**config.mk**
```make
export PLATFORM = sky130hd
export DESIGN_NAME = spi_cmd_engine
export DESIGN_NICKNAME = d
export VERILOG_FILES = /design/src/rtl/spi_cmd_pkg.sv /design/src/rtl/spi_cmd_clkgen.sv /design/src/rtl/spi_cmd_regs.sv /design/src/rtl/spi_cmd_shifter.sv /design/src/rtl/spi_cmd_engine.sv
export SDC_FILE = /design/constraint.sdc
export NUM_CORES = 1
export LEC_CHECK = 0
export BUFFER_PORTS_ARGS = -buffer_cell sky130_fd_sc_hd__buf_4
export CORE_UTILIZATION = 50
export DETAILED_ROUTE_END_ITERATION = 8
export PLACE_DENSITY = 0.68
export SYNTH_ARGS = -nofsm -noshare
export SYNTH_HDL_FRONTEND = slang
export SYNTH_SLANG_ARGS = --single-unit
```
**constraint.sdc**
```tcl
create_clock -name clk -period 5.3 [get_ports clk]
set_clock_uncertainty 0.2 [all_clocks]
set_input_delay 0.265 -clock clk [delete_from_list [all_inputs] [get_ports clk]]
set_output_delay 0.265 -clock clk [all_outputs]
set_load 0.1 [all_outputs]
```
**src/rtl/spi_cmd_pkg.sv**
```systemverilog
package spi_cmd_pkg;
  localparam int REG_W  = 32;
  localparam int ADDR_W = 4;
  localparam logic [ADDR_W-1:0] OFS_CTRL = 4'h0;
  localparam logic [ADDR_W-1:0] OFS_CMD  = 4'h4;
  localparam logic [ADDR_W-1:0] OFS_DATA = 4'h8;

  localparam int CNT_W  = 4;
  localparam int SEL_W  = 2;
  localparam int SIZE_W = 2;

  // Control word bit positions
  localparam int POS_TX   = 0;
  localparam int POS_RX   = 4;
  localparam int POS_GO   = 8;
  localparam int POS_BUSY = 16;
  localparam int POS_SIZE = 17;
  localparam int POS_SEL  = 24;

  typedef struct packed {
    logic [SEL_W-1:0]  sel;
    logic [SIZE_W-1:0] size;
    logic [CNT_W-1:0]  rx;
    logic [CNT_W-1:0]  tx;
  } ctrl_t;

  typedef enum logic [1:0] {PH_IDLE, PH_SHIFT, PH_TAIL} phase_t;

  function automatic ctrl_t unpack_ctrl(input logic [REG_W-1:0] w);
    ctrl_t c;
    c.tx   = w[POS_TX +: CNT_W];
    c.rx   = w[POS_RX +: CNT_W];
    c.size = w[POS_SIZE +: SIZE_W];
    c.sel  = w[POS_SEL +: SEL_W];
    return c;
  endfunction
endpackage

```
**src/rtl/spi_cmd_clkgen.sv**
```systemverilog
module spi_cmd_clkgen
  import spi_cmd_pkg::*;
(
  input  logic             clk,
  input  logic             rst,
  input  logic             run,
  input  logic [SEL_W-1:0] sel,
  output logic             tick
);
  localparam int DIV_W = 1 << SEL_W;

  logic [DIV_W-1:0] cnt;
  logic [DIV_W-1:0] last;

  assign last = (DIV_W'(1) << sel) - DIV_W'(1);
  assign tick = run && (cnt == last);

  always_ff @(posedge clk) begin
    if (rst || !run || tick) cnt <= '0;
    else                     cnt <= cnt + DIV_W'(1);
  end

  // the half-period counter never passes the selected limit
  a_r5_count_bounded: assert property (@(posedge clk) disable iff (rst)
    run |-> (cnt <= last));
endmodule

```
**src/rtl/spi_cmd_regs.sv**
```systemverilog
module spi_cmd_regs
  import spi_cmd_pkg::*;
(
  input  logic              clk,
  input  logic              rst,
  input  logic [ADDR_W-1:0] addr,
  input  logic              wr_en,
  input  logic              rd_en,
  input  logic [REG_W-1:0]  wdata,
  input  logic              busy,
  input  logic              rx_valid,
  input  logic [REG_W-1:0]  rx_word,
  output logic              start_req,
  output ctrl_t             start_cfg,
  output logic [REG_W-1:0]  cmd_word,
  output logic [REG_W-1:0]  data_word,
  output logic [REG_W-1:0]  rdata
);
  ctrl_t            ctrl;
  logic             wr_ok;
  logic [REG_W-1:0] rd_mux;

  assign wr_ok     = wr_en && !busy;
  assign start_cfg = unpack_ctrl(wdata);
  assign start_req = wr_ok && (addr == OFS_CTRL) && wdata[POS_GO];

  always_comb begin
    rd_mux = '0;
    case (addr)
      OFS_CTRL: begin
        rd_mux[POS_TX +: CNT_W]    = ctrl.tx;
        rd_mux[POS_RX +: CNT_W]    = ctrl.rx;
        rd_mux[POS_SIZE +: SIZE_W] = ctrl.size;
        rd_mux[POS_SEL +: SEL_W]   = ctrl.sel;
        rd_mux[POS_BUSY]           = busy;
      end
      OFS_CMD:  rd_mux = cmd_word;
      OFS_DATA: rd_mux = data_word;
      default:  rd_mux = '0;
    endcase
  end

  always_ff @(posedge clk) begin
    if (rst) begin
      ctrl      <= '0;
      cmd_word  <= '0;
      data_word <= '0;
      rdata     <= '0;
    end else begin
      if (wr_ok && addr == OFS_CTRL) ctrl <= start_cfg;
      if (wr_ok && addr == OFS_CMD)  cmd_word <= wdata;
      if (rx_valid)                          data_word <= rx_word;
      else if (wr_ok && addr == OFS_DATA) data_word <= wdata;
      if (rd_en) rdata <= rd_mux;
    end
  end

  // register contents hold while a frame is in flight
  a_r8_cmd_frozen: assert property (@(posedge clk) disable iff (rst)
    $past(busy) |-> $stable(cmd_word));
  a_r8_ctrl_frozen: assert property (@(posedge clk) disable iff (rst)
    $past(busy) |-> $stable(ctrl));
  a_r8_data_frozen: assert property (@(posedge clk) disable iff (rst)
    ($past(busy) && !$past(rx_valid)) |-> $stable(data_word));
endmodule

```
**src/rtl/spi_cmd_shifter.sv**
```systemverilog
module spi_cmd_shifter
  import spi_cmd_pkg::*;
#(
  parameter int MAX_TX_BYTES = 8,
  parameter int MAX_RX_BYTES = 4
) (
  input  logic                        clk,
  input  logic                        rst,
  input  logic                        start_req,
  input  ctrl_t                       start_cfg,
  input  logic [REG_W-1:0]            cmd_word,
  input  logic [REG_W-1:0]            data_word,
  input  logic                        tick,
  input  logic                        miso,
  output logic                        run,
  output logic [SEL_W-1:0]            sel,
  output logic                        busy,
  output logic                        cs_n,
  output logic                        sclk,
  output logic                        mosi,
  output logic                        rx_valid,
  output logic [MAX_RX_BYTES*8-1:0]   rx_word
);
  localparam int TXV_W = MAX_TX_BYTES * 8;
  localparam int RX_W  = MAX_RX_BYTES * 8;
  localparam int BIT_W = $clog2((MAX_TX_BYTES + MAX_RX_BYTES) * 8 + 1);
  localparam int RXI_W = $clog2(RX_W);

  phase_t             phase;
  logic [TXV_W-1:0]   tx_sh, frame;
  logic [BIT_W-1:0]   tx_bits, last_bit, bit_cnt, rx_idx;
  logic [RXI_W-1:0]   rx_pos;
  logic [CNT_W-1:0]   tx_n, rx_n;
  logic               rx_any, go;

  assign tx_n = (start_cfg.tx > CNT_W'(MAX_TX_BYTES)) ? CNT_W'(MAX_TX_BYTES) : start_cfg.tx;
  assign rx_n = (start_cfg.rx > CNT_W'(MAX_RX_BYTES)) ? CNT_W'(MAX_RX_BYTES) : start_cfg.rx;
  assign go   = start_req && ((tx_n != '0) || (rx_n != '0));

  // Outgoing frame: opcode, address high to low, then payload low to high
  always_comb begin
    frame = '0;
    for (int k = 0; k < MAX_TX_BYTES; k++) begin
      if (k == 0)     frame[TXV_W-1-8*k -: 8] = cmd_word[7:0];
      else if (k < 4) frame[TXV_W-1-8*k -: 8] = cmd_word[8*(4-k) +: 8];
      else            frame[TXV_W-1-8*k -: 8] = data_word[8*(k-4) +: 8];
    end
  end

  assign rx_idx   = bit_cnt - tx_bits;
  assign rx_pos   = {rx_idx[RXI_W-1:3], ~rx_idx[2:0]};
  assign run      = (phase != PH_IDLE);
  assign busy     = run;
  assign rx_valid = (phase == PH_TAIL) && tick && rx_any;

  always_ff @(posedge clk) begin
    if (rst) begin
      phase    <= PH_IDLE;
      cs_n     <= 1'b1;
      sclk     <= 1'b0;
      mosi     <= 1'b0;
      tx_sh    <= '0;
      tx_bits  <= '0;
      last_bit <= '0;
      bit_cnt  <= '0;
      rx_any   <= 1'b0;
      rx_word  <= '0;
      sel      <= '0;
    end else begin
      case (phase)
        PH_IDLE: if (go) begin
          phase    <= PH_SHIFT;
          cs_n     <= 1'b0;
          sclk     <= 1'b0;
          tx_sh    <= frame;
          mosi     <= (tx_n != '0) && frame[TXV_W-1];
          tx_bits  <= BIT_W'(tx_n) << 3;
          last_bit <= (BIT_W'(tx_n) + BIT_W'(rx_n)) * BIT_W'(8) - BIT_W'(1);
          bit_cnt  <= '0;
          rx_any   <= (rx_n != '0);
          rx_word  <= '0;
          sel      <= start_cfg.sel;
        end
        PH_SHIFT: if (tick) begin
          if (!sclk) begin
            sclk <= 1'b1;
            if (bit_cnt >= tx_bits) rx_word[rx_pos] <= miso;
          end else begin
            sclk  <= 1'b0;
            tx_sh <= tx_sh << 1;
            if (bit_cnt == last_bit) begin
              phase <= PH_TAIL;
              mosi  <= 1'b0;
            end else begin
              bit_cnt <= bit_cnt + BIT_W'(1);
              mosi    <= ((bit_cnt + BIT_W'(1)) < tx_bits) && tx_sh[TXV_W-2];
            end
          end
        end
        PH_TAIL: if (tick) begin
          phase <= PH_IDLE;
          cs_n  <= 1'b1;
        end
        default: phase <= PH_IDLE;
      endcase
    end
  end

  // pins are quiet when no frame is active
  a_r11_idle_pins: assert property (@(posedge clk) disable iff (rst)
    !busy |-> (cs_n && !sclk));
  // MOSI does not move across a rising SCLK edge
  a_r4_mosi_held: assert property (@(posedge clk) disable iff (rst)
    $rose(sclk) |-> $stable(mosi));
  // SCLK toggles only inside a frame whose select was already low
  a_r4_sclk_in_frame: assert property (@(posedge clk) disable iff (rst)
    (sclk != $past(sclk)) |-> (!cs_n && !$past(cs_n)));
endmodule

```
**src/rtl/spi_cmd_engine.sv**
```systemverilog
module spi_cmd_engine
  import spi_cmd_pkg::*;
#(
  parameter int MAX_TX_BYTES = 8,
  parameter int MAX_RX_BYTES = 4
) (
  input  logic        clk,
  input  logic        rst,
  input  logic [3:0]  bus_addr,
  input  logic        bus_wr_en,
  input  logic [31:0] bus_wdata,
  input  logic        bus_rd_en,
  output logic [31:0] bus_rdata,
  output logic        spi_cs_n,
  output logic        spi_sclk,
  output logic        spi_mosi,
  input  logic        spi_miso
);
  localparam int RX_W = MAX_RX_BYTES * 8;

  logic             start_req, busy, run, tick, rx_valid;
  ctrl_t            start_cfg;
  logic [REG_W-1:0] cmd_word, data_word, rx_ext;
  logic [RX_W-1:0]  rx_word;
  logic [SEL_W-1:0] sel;

  assign rx_ext = REG_W'(rx_word);

  spi_cmd_regs u_regs (
    .clk       (clk),
    .rst       (rst),
    .addr      (bus_addr),
    .wr_en     (bus_wr_en),
    .rd_en     (bus_rd_en),
    .wdata     (bus_wdata),
    .busy      (busy),
    .rx_valid  (rx_valid),
    .rx_word   (rx_ext),
    .start_req (start_req),
    .start_cfg (start_cfg),
    .cmd_word  (cmd_word),
    .data_word (data_word),
    .rdata     (bus_rdata)
  );

  spi_cmd_clkgen u_clkgen (
    .clk  (clk),
    .rst  (rst),
    .run  (run),
    .sel  (sel),
    .tick (tick)
  );

  spi_cmd_shifter #(
    .MAX_TX_BYTES (MAX_TX_BYTES),
    .MAX_RX_BYTES (MAX_RX_BYTES)
  ) u_shifter (
    .clk       (clk),
    .rst       (rst),
    .start_req (start_req),
    .start_cfg (start_cfg),
    .cmd_word  (cmd_word),
    .data_word (data_word),
    .tick      (tick),
    .miso      (spi_miso),
    .run       (run),
    .sel       (sel),
    .busy      (busy),
    .cs_n      (spi_cs_n),
    .sclk      (spi_sclk),
    .mosi      (spi_mosi),
    .rx_valid  (rx_valid),
    .rx_word   (rx_word)
  );

  // busy only rises in response to a go write on the control register
  a_r2_busy_after_go: assert property (@(posedge clk) disable iff (rst)
    $rose(busy) |-> $past(bus_wr_en && (bus_addr == OFS_CTRL) && bus_wdata[POS_GO]));
endmodule

```
# ---- After elaboration in Yosys (flattened, before gate mapping)
# Cells that the tools add are included.
dict set report totals {
  regBits 233
  input_bits 41
  output_inout_bits 35
}
dict set report op_classes {
  addsub 6
  magnitude_cmp 6
  n_eq_ne 14
  n_shift 1
  n_mux 44
  bitwise 1
  reduce_logical 31
}
# cell count
set ops {}
lappend ops {{32-bit 2-to-1 mux} 6}
lappend ops {{63-bit 2-to-1 mux} 3}
lappend ops {{63-bit one-hot mux with 2 select lines} 1}
lappend ops {{32-bit one-hot mux with 2 select lines} 1}
lappend ops {{32-bit bitwise mux} 1}
lappend ops {{7-bit 2-to-1 mux} 4}
lappend ops {{8-bit one-hot mux with 3 select lines} 1}
lappend ops {{8-bit one-hot mux with 2 select lines} 1}
lappend ops {{5-bit AND reduction} 3}
lappend ops {{7-bit one-hot mux with 2 select lines} 1}
lappend ops {{1-bit logical AND} 12}
lappend ops {{2-bit one-hot mux with 3 select lines} 2}
lappend ops {{6-bit one-hot mux with 2 select lines} 1}
lappend ops {{2-bit 2-to-1 mux} 5}
lappend ops {{5-bit one-hot mux with 2 select lines} 1}
lappend ops {{1-bit 2-to-1 mux} 9}
lappend ops {{3-bit one-hot mux with 3 select lines} 1}
lappend ops {{4-bit 2-to-1 mux} 2}
lappend ops {{2-bit by 1-bit inequality test with 1-bit output, second input constant} 4}
lappend ops {{2-bit inequality test, second input constant} 4}
lappend ops {{2-bit nonzero test} 4}
lappend ops {{4-bit nonzero test} 2}
lappend ops {{7-bit by 1-bit adder with 7-bit output, second input constant} 1}
lappend ops {{7-bit equality test} 1}
lappend ops {{other kinds (27)} 32}

# ---- Longest topological paths before layout
# Gate-level depths: netlist of run 1.
dict set report logic_depth {
  depth_word 11
  mapped_depth 10
  depth_no_buf 10
}

# ---- Modules after synthesis
# A second synthesis of run 1 with hierarchy kept.
dict set report unflattened {
  cells_unflattened 1345
  hier_area_um2 11410.9
}
# mod n_inst cells_per_inst area_per_inst_um2 seq_area_each_um2
set modules_own_cells {}
lappend modules_own_cells {spi_cmd_shifter 1 717 6150.9 2382.3}
lappend modules_own_cells {spi_cmd_regs 1 604 5031.1 2162.1}
lappend modules_own_cells {spi_cmd_clkgen 1 24 229.0 80.1}

# ---- Worst setup path before layout of run 1
# No wires, ideal clock.
dict set report synth_path {
  path_type {register to register}
  from {register u_shifter.sclk}
  to {register u_shifter.mosi}
  arrival_time_ns 2.253
  required_time_ns 5.013
  slack_ns 2.761
  path_stages_with_launch 7
  path_buffers 2
  period_less_slack_ns 2.539
  path_cell_list {dfxtp_1 nand2b_1 a211o_1 a21o_1 buf_6 buf_6 a221oi_2}
}
dict set report synth_via {
  elab_chain_cells 2
}
# item line
set synth_lines {}
lappend synth_lines {{start: declaration} spi_cmd_shifter.sv:19} ;# output logic sclk,
lappend synth_lines {{start signal: assignment} spi_cmd_shifter.sv:60} ;# sclk <= 1'b0;
lappend synth_lines {{start signal: assignment} spi_cmd_shifter.sv:74} ;# sclk <= 1'b0;
lappend synth_lines {{start signal: assignment} spi_cmd_shifter.sv:86} ;# sclk <= 1'b1;
lappend synth_lines {{2-bit by 1-bit inequality test with 1-bit output (no source line)} --}
lappend synth_lines {{4-bit AND reduction (no source line)} --}
lappend synth_lines {{end signal: assignment} spi_cmd_shifter.sv:76} ;# mosi <= (tx_n != '0) && frame[TXV_W-1];
lappend synth_lines {{end signal: assignment} spi_cmd_shifter.sv:96} ;# mosi <= ((bit_cnt + BIT_W'(1)) < tx_bits) && tx_sh[TXV_W-2];
lappend synth_lines {{end: declaration} spi_cmd_shifter.sv:20} ;# output logic mosi,
# Every way passes these cells.
# A chain may end at the register's enable or synchronous reset.

# ---- Worst setup path in the final report of run 1
dict set report layout_path {
  from {input port bus_wdata[7]}
  to {register u_shifter.tx_sh[57]}
}
dict set report layout_via {
  elab_chain_cells 7
}
# item line
set layout_lines {}
lappend layout_lines {{start: declaration} spi_cmd_engine.sv:11} ;# input logic [31:0] bus_wdata,
lappend layout_lines {{4-bit by 3-bit > comparator with 1-bit output} spi_cmd_shifter.sv:37} ;# assign rx_n = (start_cfg.rx > CNT_W'(MAX_RX_BYTES)) ? CNT_W'(MAX_RX_BYTES) : start_cfg.rx;
lappend layout_lines {{4-bit 2-to-1 mux *} spi_cmd_shifter.sv:37}
lappend layout_lines {{4-bit nonzero test *} spi_cmd_shifter.sv:38} ;# assign go = start_req && ((tx_n != '0) || (rx_n != '0));
lappend layout_lines {{1-bit logical OR *} spi_cmd_shifter.sv:38}
lappend layout_lines {{1-bit logical AND *} spi_cmd_shifter.sv:38}
lappend layout_lines {{2-bit by 1-bit inequality test with 1-bit output (no source line) *} --}
lappend layout_lines {{4-bit AND reduction (no source line) *} --}
lappend layout_lines {{end signal: assignment} spi_cmd_shifter.sv:75} ;# tx_sh <= frame;
lappend layout_lines {{end signal: assignment} spi_cmd_shifter.sv:90} ;# tx_sh <= tx_sh << 1;
lappend layout_lines {{end: declaration} spi_cmd_shifter.sv:30} ;# logic [TXV_W-1:0] tx_sh, frame;
# Every way passes the cells marked *; elsewhere a longest branch is shown, timed or not.

==> results.py, run 1 <==
metrics = {
    "global_route": {
        "grt_overflow_total": 0,
        "grt_pass1_wl_mm": 46.9,
        "track_usage_pct": 25.9,
        "grt_start_max_net_pins": 108,
        "grt_pass1_vias": 8721,
        "antenna_found_initial": 0,
    },
    "clock_tree": {
        "clk_pin_slew_ns": 0.06,
        "cts-resized-gates": 0,
        "cts-root-buf": "clkbuf_16",
        "cts_tree": "built",
        "clockBufferDepth": 3,
        "cts_buffers": 26,
        "postCtsSetupBuffers": 0,
        "cts_max_level": 1,
        "clock_latency_ns": 0.52,
        "cts.sinks": 231,
    },
    "detailed_routing": {
        "wl_met1_mm": 13.9,
        "routedWlPerCell_um": 18.4,
        "viasPerCell": 5.84,
        "wl_mm": 29.2,
        "antenna_left": 0,
        "drc": 0,
        "wl_met3_mm": 1.62,
        "wl_met2_mm": 13.1,
        "drt_iter0_drc": 664,
        "vias": 9273,
        "maxUsedRoutingLayer": "met4",
        "drt-pass1-iter-count": 5,
    },
    "critical_path": {
        "critPathSlowestCell": "a21o_4",
        "path_max_fanout": 63,
        "required_ns": 5.45,
        "crit_end": "u_shifter.tx_sh[57]",
        "crit_path_end_kind": "flip-flop",
        "r2r_setup_slack_ns": 2.22,
        "crit_path_cell_trace": "dlygate4sd3_1 > buf_4 > or4_1 > o2111ai_2 > buf_4 > a21o_4 > a221oi_2",
        "max_stage_delay_ns": 0.86,
        "critPathBufInv": 3,
        "critical_path_arrival_ns": 3.26,
        "crit_path_start": "bus_wdata[7]",
        "startpoint_type": "input port",
        "path_common_cell": "buf_4",
        "ff2ff_path_depth": 5,
        "path_class": "input port to flip-flop",
        "crit_cells": 7,
        "critPathTopFamily": "compound AO/OA/AOI/OAI gates",
        "r2r_start": "u_shifter.phase[1]",
        "rr_endpoint": "u_shifter.tx_sh[57]",
    },
    "power_and_ir_drop": {
        "leakage_nw": 4.74,
        "ir_drop_v": 0.000252,
        "pwr_density_cell_nw_per_um2": 310,
    },
    "placement": {
        "routabilityCongestion": 0.814,
        "place_ws_ns": 2.20,
        "dp_hpwl_mm": 18.2,
        "io_buffers": 75,
    },
    "synth": {
        "ys_seq_area_share_pct": 41.7,
        "synthesis.nets": 1312,
        "yosys_warnings": 0,
        "synthTopCellsByArea": "dfxtp_1 (42%), a221oi_2 (8.1%), a211oi_1 (6.6%)",
        "postSynthCellCount": 1253,
        "synth_top_area_cell": "dfxtp_1",
        "syn_area_sq_um": 11100,
        "synth_ff_type": "dfxtp_1",
        "avgSynthCellArea_sq_um": 8.84,
        "synth_cell_type_count": 59,
        "ys_ff_latch": 231,
        "async_reset_ff_share_pct": 0,
        "synth_edf_count": 0,
        "synth_top_cell_area_share_pct": 41.7,
    },
    "die": {
        "die_x_um": 151,
        "io_pins": 76,
        "die_area_sq_um": 22800,
        "dieHeight_um": 151,
        "num_rows": 54,
        "start_util_pct": 50.9,
        "core_sq_um": 21800,
    },
    "sta": {
        "setup_viol": 0,
        "finalHoldViolations": 0,
        "setup_slack_ns": 2.19,
        "slew_viol_final": 0,
        "worstMarginPinSlew_ns": 1.23,
        "slew_headroom_pct": 17.8,
        "rsz0062_at_grt": "false",
        "tns_ns": 0,
        "fin_crit_sh_pct": 58.6,
        "fin_crit_ns": 3.11,
        "fmax_mhz": 322,
    },
    "job": {
        "maxCapViolations": 0,
    },
    "finish": {
        "final_net_count": 1350,
        "area_delta_synth_final_pct": 15.5,
        "layout-drive-gt1-share_pct": 16.0,
        "final_cell_mix": "dfxtp_1 (230), nor2_1 (167), nand2_1 (140), a211oi_1 (98), buf_4 (87)",
        "antennaDiodeCount": 0,
        "final_common_cell": "dfxtp_1",
    },
    "worst_hold_path": {
        "hold_path.class": "input port to flip-flop",
    },
    "run_status": {
        "outcome": "completed",
    },
}
==> synthesized netlist by cell type, types with 2 or more instances <==
master	n
a211o_1	2
nand4_1	25
dfxtp_1	231
o31ai_1	3
inv_1	79
ha_1	16
nor2b_1	9
xor2_1	3
o41ai_1	3
o211ai_1	2
nand3_1	17
a21oi_1	76
a22oi_1	12
a31oi_1	4
buf_6	21
buf_1	4
nor2_1	167
a221oi_1	23
buf_2	10
nor4_1	3
nor3b_1	3
a221oi_2	60
mux2i_1	72
fa_1	2
xnor2_1	12
nand2_1	141
nor3_1	30
nand2b_1	4
or4_1	3
clkbuf_1	76
a211oi_1	98
or3_1	4
a21o_1	4
and2_0	2
o21ai_0	6
nor4b_2	2
and2_1	2
==> registers in the layout, indices dropped and copies added, names as in the netlist, 5 cells and up <==
register / count
u_shifter.rx_word: 32
u_shifter.bit_cnt: 7
u_regs.data_word: 32
u_shifter.last_bit: 5
u_regs.rdata: 32
u_regs.cmd_word: 32
u_regs.ctrl: 12
u_shifter.tx_sh: 63
==> how the worst min path moves through the flow <==
stage	cells past startpoint	from	to
after floorplan	2	bus_wdata[0]	u_regs.cmd_word[0]
after global placement	2	u_shifter.tx_bits[6]	u_shifter.tx_bits[6]
after detailed placement	2	u_shifter.rx_any	u_shifter.rx_any
after CTS	2	rst	u_regs.ctrl[4]
after global routing	2	rst	u_shifter.last_bit[2]
final	2	rst	u_regs.ctrl[4]
==> kinds of logic after synthesis <==
kind of cell | share of synthesized area [%]
flops | 41.7
mux | 6.61
buf+inv | 7.97
xor+xnor | 1.19
fa+ha+maj | 2.17
simple gates | 17.1
compound gates | 23.2
==> metal layers <==
layer,GRT usage (%),vias up
met1,37.2,4450
met2,40.7,231
met5,0,-
li1,-,4547
met4,6.60,0
met3,3.64,45
==> what timing repair did <==
item,in CTS,in global routing
setup endpoints to repair,0,0
hold buffers,33,0
endpoints found under the hold margin,99,0
==> stage by stage <==
stage	power, W	utilization, %	hold slack [ns]	area [sq um]	std cells
6_report	0.00397	58.8	0.0356	12800	1589
5_1_grt	0.00411	58.8	0.0472	12800	1589
4_1_cts	0.00400	58.8	0.0214	12800	1589
3_5_place_dp	0.00207	53.1	0.246	11600	1510
3_3_place_gp	0.00207	53.1	0.242	11600	1510
2_1_floorplan	0.00199	-	0.201	11100	1253
==> final cells by class <==
type                       count  area [sq um]
fill                        1927          8950
multi-input combinational    832          5610
sequential                   231          4630
timing repair buffer         121           995
clock buffer                  39           781
tap                          280           350
inverter                      79           298
clock inverter                 7           139
==> power by group <==
part	switching, W	internal (W)
Clock	0.000713	0.00121
Combinational	0.000188	0.0000928
Sequential	0.0000137	0.00176
==> worst register-to-register path, delay by kind of cell, from the launching register on <==
kind	cells	cell delay, ns
compound gates	3	1.28
flops	1	0.94
buf+inv	1	0.29
simple gates	1	0.20
No activity file was read; power rests on OpenSTA's default activity.
==> run 2: changes to the inputs <==
==> constraint.sdc (replaced) <==
create_clock -name clk -period 2.99 [get_ports clk]
set_clock_uncertainty 0.2 [all_clocks]
set_input_delay 0.1495 -clock clk [delete_from_list [all_inputs] [get_ports clk]]
set_output_delay 0.1495 -clock clk [all_outputs]
set_load 0.1 [all_outputs]
==> results.py, run 2 (same netlist as run 1, synthesis figures left out) <==
metrics = {
    "run_status": {
        "outcome": "completed",
    },
    "critical_path": {
        "startpoint_type": "flip-flop",
        "path_class": "flip-flop to flip-flop",
        "crit_path_end_kind": "flip-flop",
        "required_ns": 3.23,
        "ff2ff_path_depth": 8,
        "critical_path_arrival_ns": 2.84,
        "rr_endpoint": "u_shifter.mosi",
        "r2r_setup_slack_ns": 0.39,
        "r2r_start": "u_shifter.bit_cnt[0]",
        "path_max_fanout": 8,
    },
    "clock_tree": {
        "cts_tree": "built",
        "cts_buffers": 26,
        "postCtsSetupBuffers": 0,
        "cts_max_level": 1,
        "clock_latency_ns": 0.53,
        "clockBufferDepth": 3,
        "cts-resized-gates": 0,
        "cts-root-buf": "clkbuf_16",
        "cts.sinks": 231,
        "clk_pin_slew_ns": 0.06,
    },
    "finish": {
        "fillers": 1890,
        "regArea_sq_um": 4630,
        "antennaDiodeCount": 0,
        "utilization_pct": 59.5,
        "largest_reg_flops": 63,
        "regMostFlops": "u_shifter.tx_sh",
        "multi_input_area_sq_um": 5610,
        "final_net_count": 1372,
        "layout-drive-gt1-share_pct": 17.1,
        "area_delta_synth_final_pct": 16.8,
        "final_common_cell": "dfxtp_1",
        "final_cell_mix": "dfxtp_1 (230), nor2_1 (167), nand2_1 (140), buf_4 (103), a211oi_1 (98)",
    },
    "global_route": {
        "antenna_found_initial": 0,
        "gr-usage-met2_pct": 42.0,
        "grt_pass1_vias": 8728,
        "grt_pass1_wl_mm": 47.5,
        "grt_start_max_net_pins": 103,
        "grt_overflow_total": 0,
        "gr-max-usage-layer": "met2",
        "met3_usage_pct": 3.52,
        "grt_use_met1_pct": 37.4,
        "track_usage_pct": 26.4,
    },
    "detailed_routing": {
        "vias": 9386,
        "wl_mm": 29.9,
        "viasPerCell": 5.83,
        "drt-pass1-iter-count": 5,
        "drc": 0,
        "antenna_left": 0,
        "routedWlPerCell_um": 18.6,
        "drt_iter0_drc": 669,
    },
    "placement": {
        "dp_hpwl_mm": 18.9,
        "io_buffers": 75,
        "place_ws_ns": 0.433,
        "routabilityCongestion": 0.834,
    },
    "power_and_ir_drop": {
        "pwr_density_cell_nw_per_um2": 521,
        "p_sw_share_pct": 23.8,
        "ir_drop_v": 0.000447,
        "leakage_nw": 4.83,
        "pwr-share-seq_pct": 46.6,
        "p_int_w": 0.00514,
        "p_comb_share_pct": 7.6,
        "total_power_w": 0.00675,
        "p_sw_w": 0.00161,
        "clock_power_share_pct": 45.8,
    },
    "die": {
        "core_sq_um": 21800,
        "die_x_um": 151,
        "dieHeight_um": 151,
        "num_rows": 54,
        "die_area_sq_um": 22800,
        "io_pins": 76,
        "start_util_pct": 50.9,
    },
    "sta": {
        "worstMarginPinSlew_ns": 1.15,
        "rsz0062_at_grt": "false",
        "setup_viol": 0,
        "slew_viol_final": 0,
        "fmax_mhz": 384,
        "finalHoldViolations": 0,
        "fin_crit_sh_pct": 87.1,
        "hold_ws_ns": 0.154,
        "fin_crit_ns": 2.60,
        "setup_slack_ns": 0.385,
        "tns_ns": 0,
        "slew_headroom_pct": 22.9,
    },
    "job": {
        "maxCapViolations": 0,
    },
    "worst_hold_path": {
        "hold_start": "bus_addr[2]",
        "holdPathEnd": "u_shifter.cs_n",
        "hold_path.class": "input port to flip-flop",
        "hold_depth": 6,
    },
}
-- run 2: changes by cell type in the layout (fill, tap and decap cells not counted), moves of 2 or more --
cell | previous run | this run
buf_4 | 87 | 103
bufinv_16 | 4 | 0
clkbuf_8 | 6 | 10
dlygate4sd3_1 | 33 | 35
buf_12 | 0 | 4
-- run 2: worst max-delay path by stage --
stage	start	to	slack, ns	cells after the start
finish	u_shifter.bit_cnt[0]	u_shifter.mosi	0.39	8
floorplan	u_shifter.sclk	u_shifter.tx_sh[11]	0.45	6
CTS	u_shifter.bit_cnt[0]	u_shifter.mosi	0.41	8
global route	u_shifter.bit_cnt[0]	u_shifter.mosi	0.24	8
global placement	u_shifter.bit_cnt[0]	u_shifter.mosi	0.48	8
detailed placement	u_shifter.bit_cnt[0]	u_shifter.mosi	0.43	8
-- run 2: critical path: stages, from the launching register on --
cell      delay (ns)
dfxtp_1         0.46
ha_1            0.27
nand2_1         0.19
nor2_1          0.17
xor2_1          0.22
ha_1            0.28
a211o_1         0.26
o31a_1          0.25
a221oi_2        0.20
-- run 2: routing by layer --
metal	routed length, um	vias to the layer above
met4	724	0
met5	0	-
met1	14000	4481
met3	1510	53
li1	-	4580
met2	13600	272
-- run 2: final cells by class --
cell class | instances | share of cell area, %
multi-input cells | 832 | 43.4
flip-flops and latches | 231 | 35.7
repair buffers | 143 | 9.39
clock buffers | 43 | 6.29
well taps | 280 | 2.71
inverters | 79 | 2.30
clock inverters | 3 | 0.222
-- run 2: power groups by stage --
stage,registers (W),logic (W),clock network [W]
final,0.00314,0.000514,0.00309
after CTS,0.00314,0.000512,0.00314
after floorplan,0.00330,0.000232,0
after global routing,0.00315,0.000548,0.00325
after detailed placement,0.00321,0.000475,0
after global placement,0.00321,0.000472,0
-- run 2: metrics by stage --
stage / instance area (sq um) / std cells
floorplan: 11100 / 1253
global placement: 11800 / 1530
detailed placement: 11800 / 1530
CTS: 12900 / 1611
global route: 12900 / 1611
finish: 12900 / 1611
-- run 2: what timing repair did --
item	4_1_cts	5_1_grt
hold buffers	35	0
endpoints found under the setup margin	0	0
hold endpoints to repair	150	0
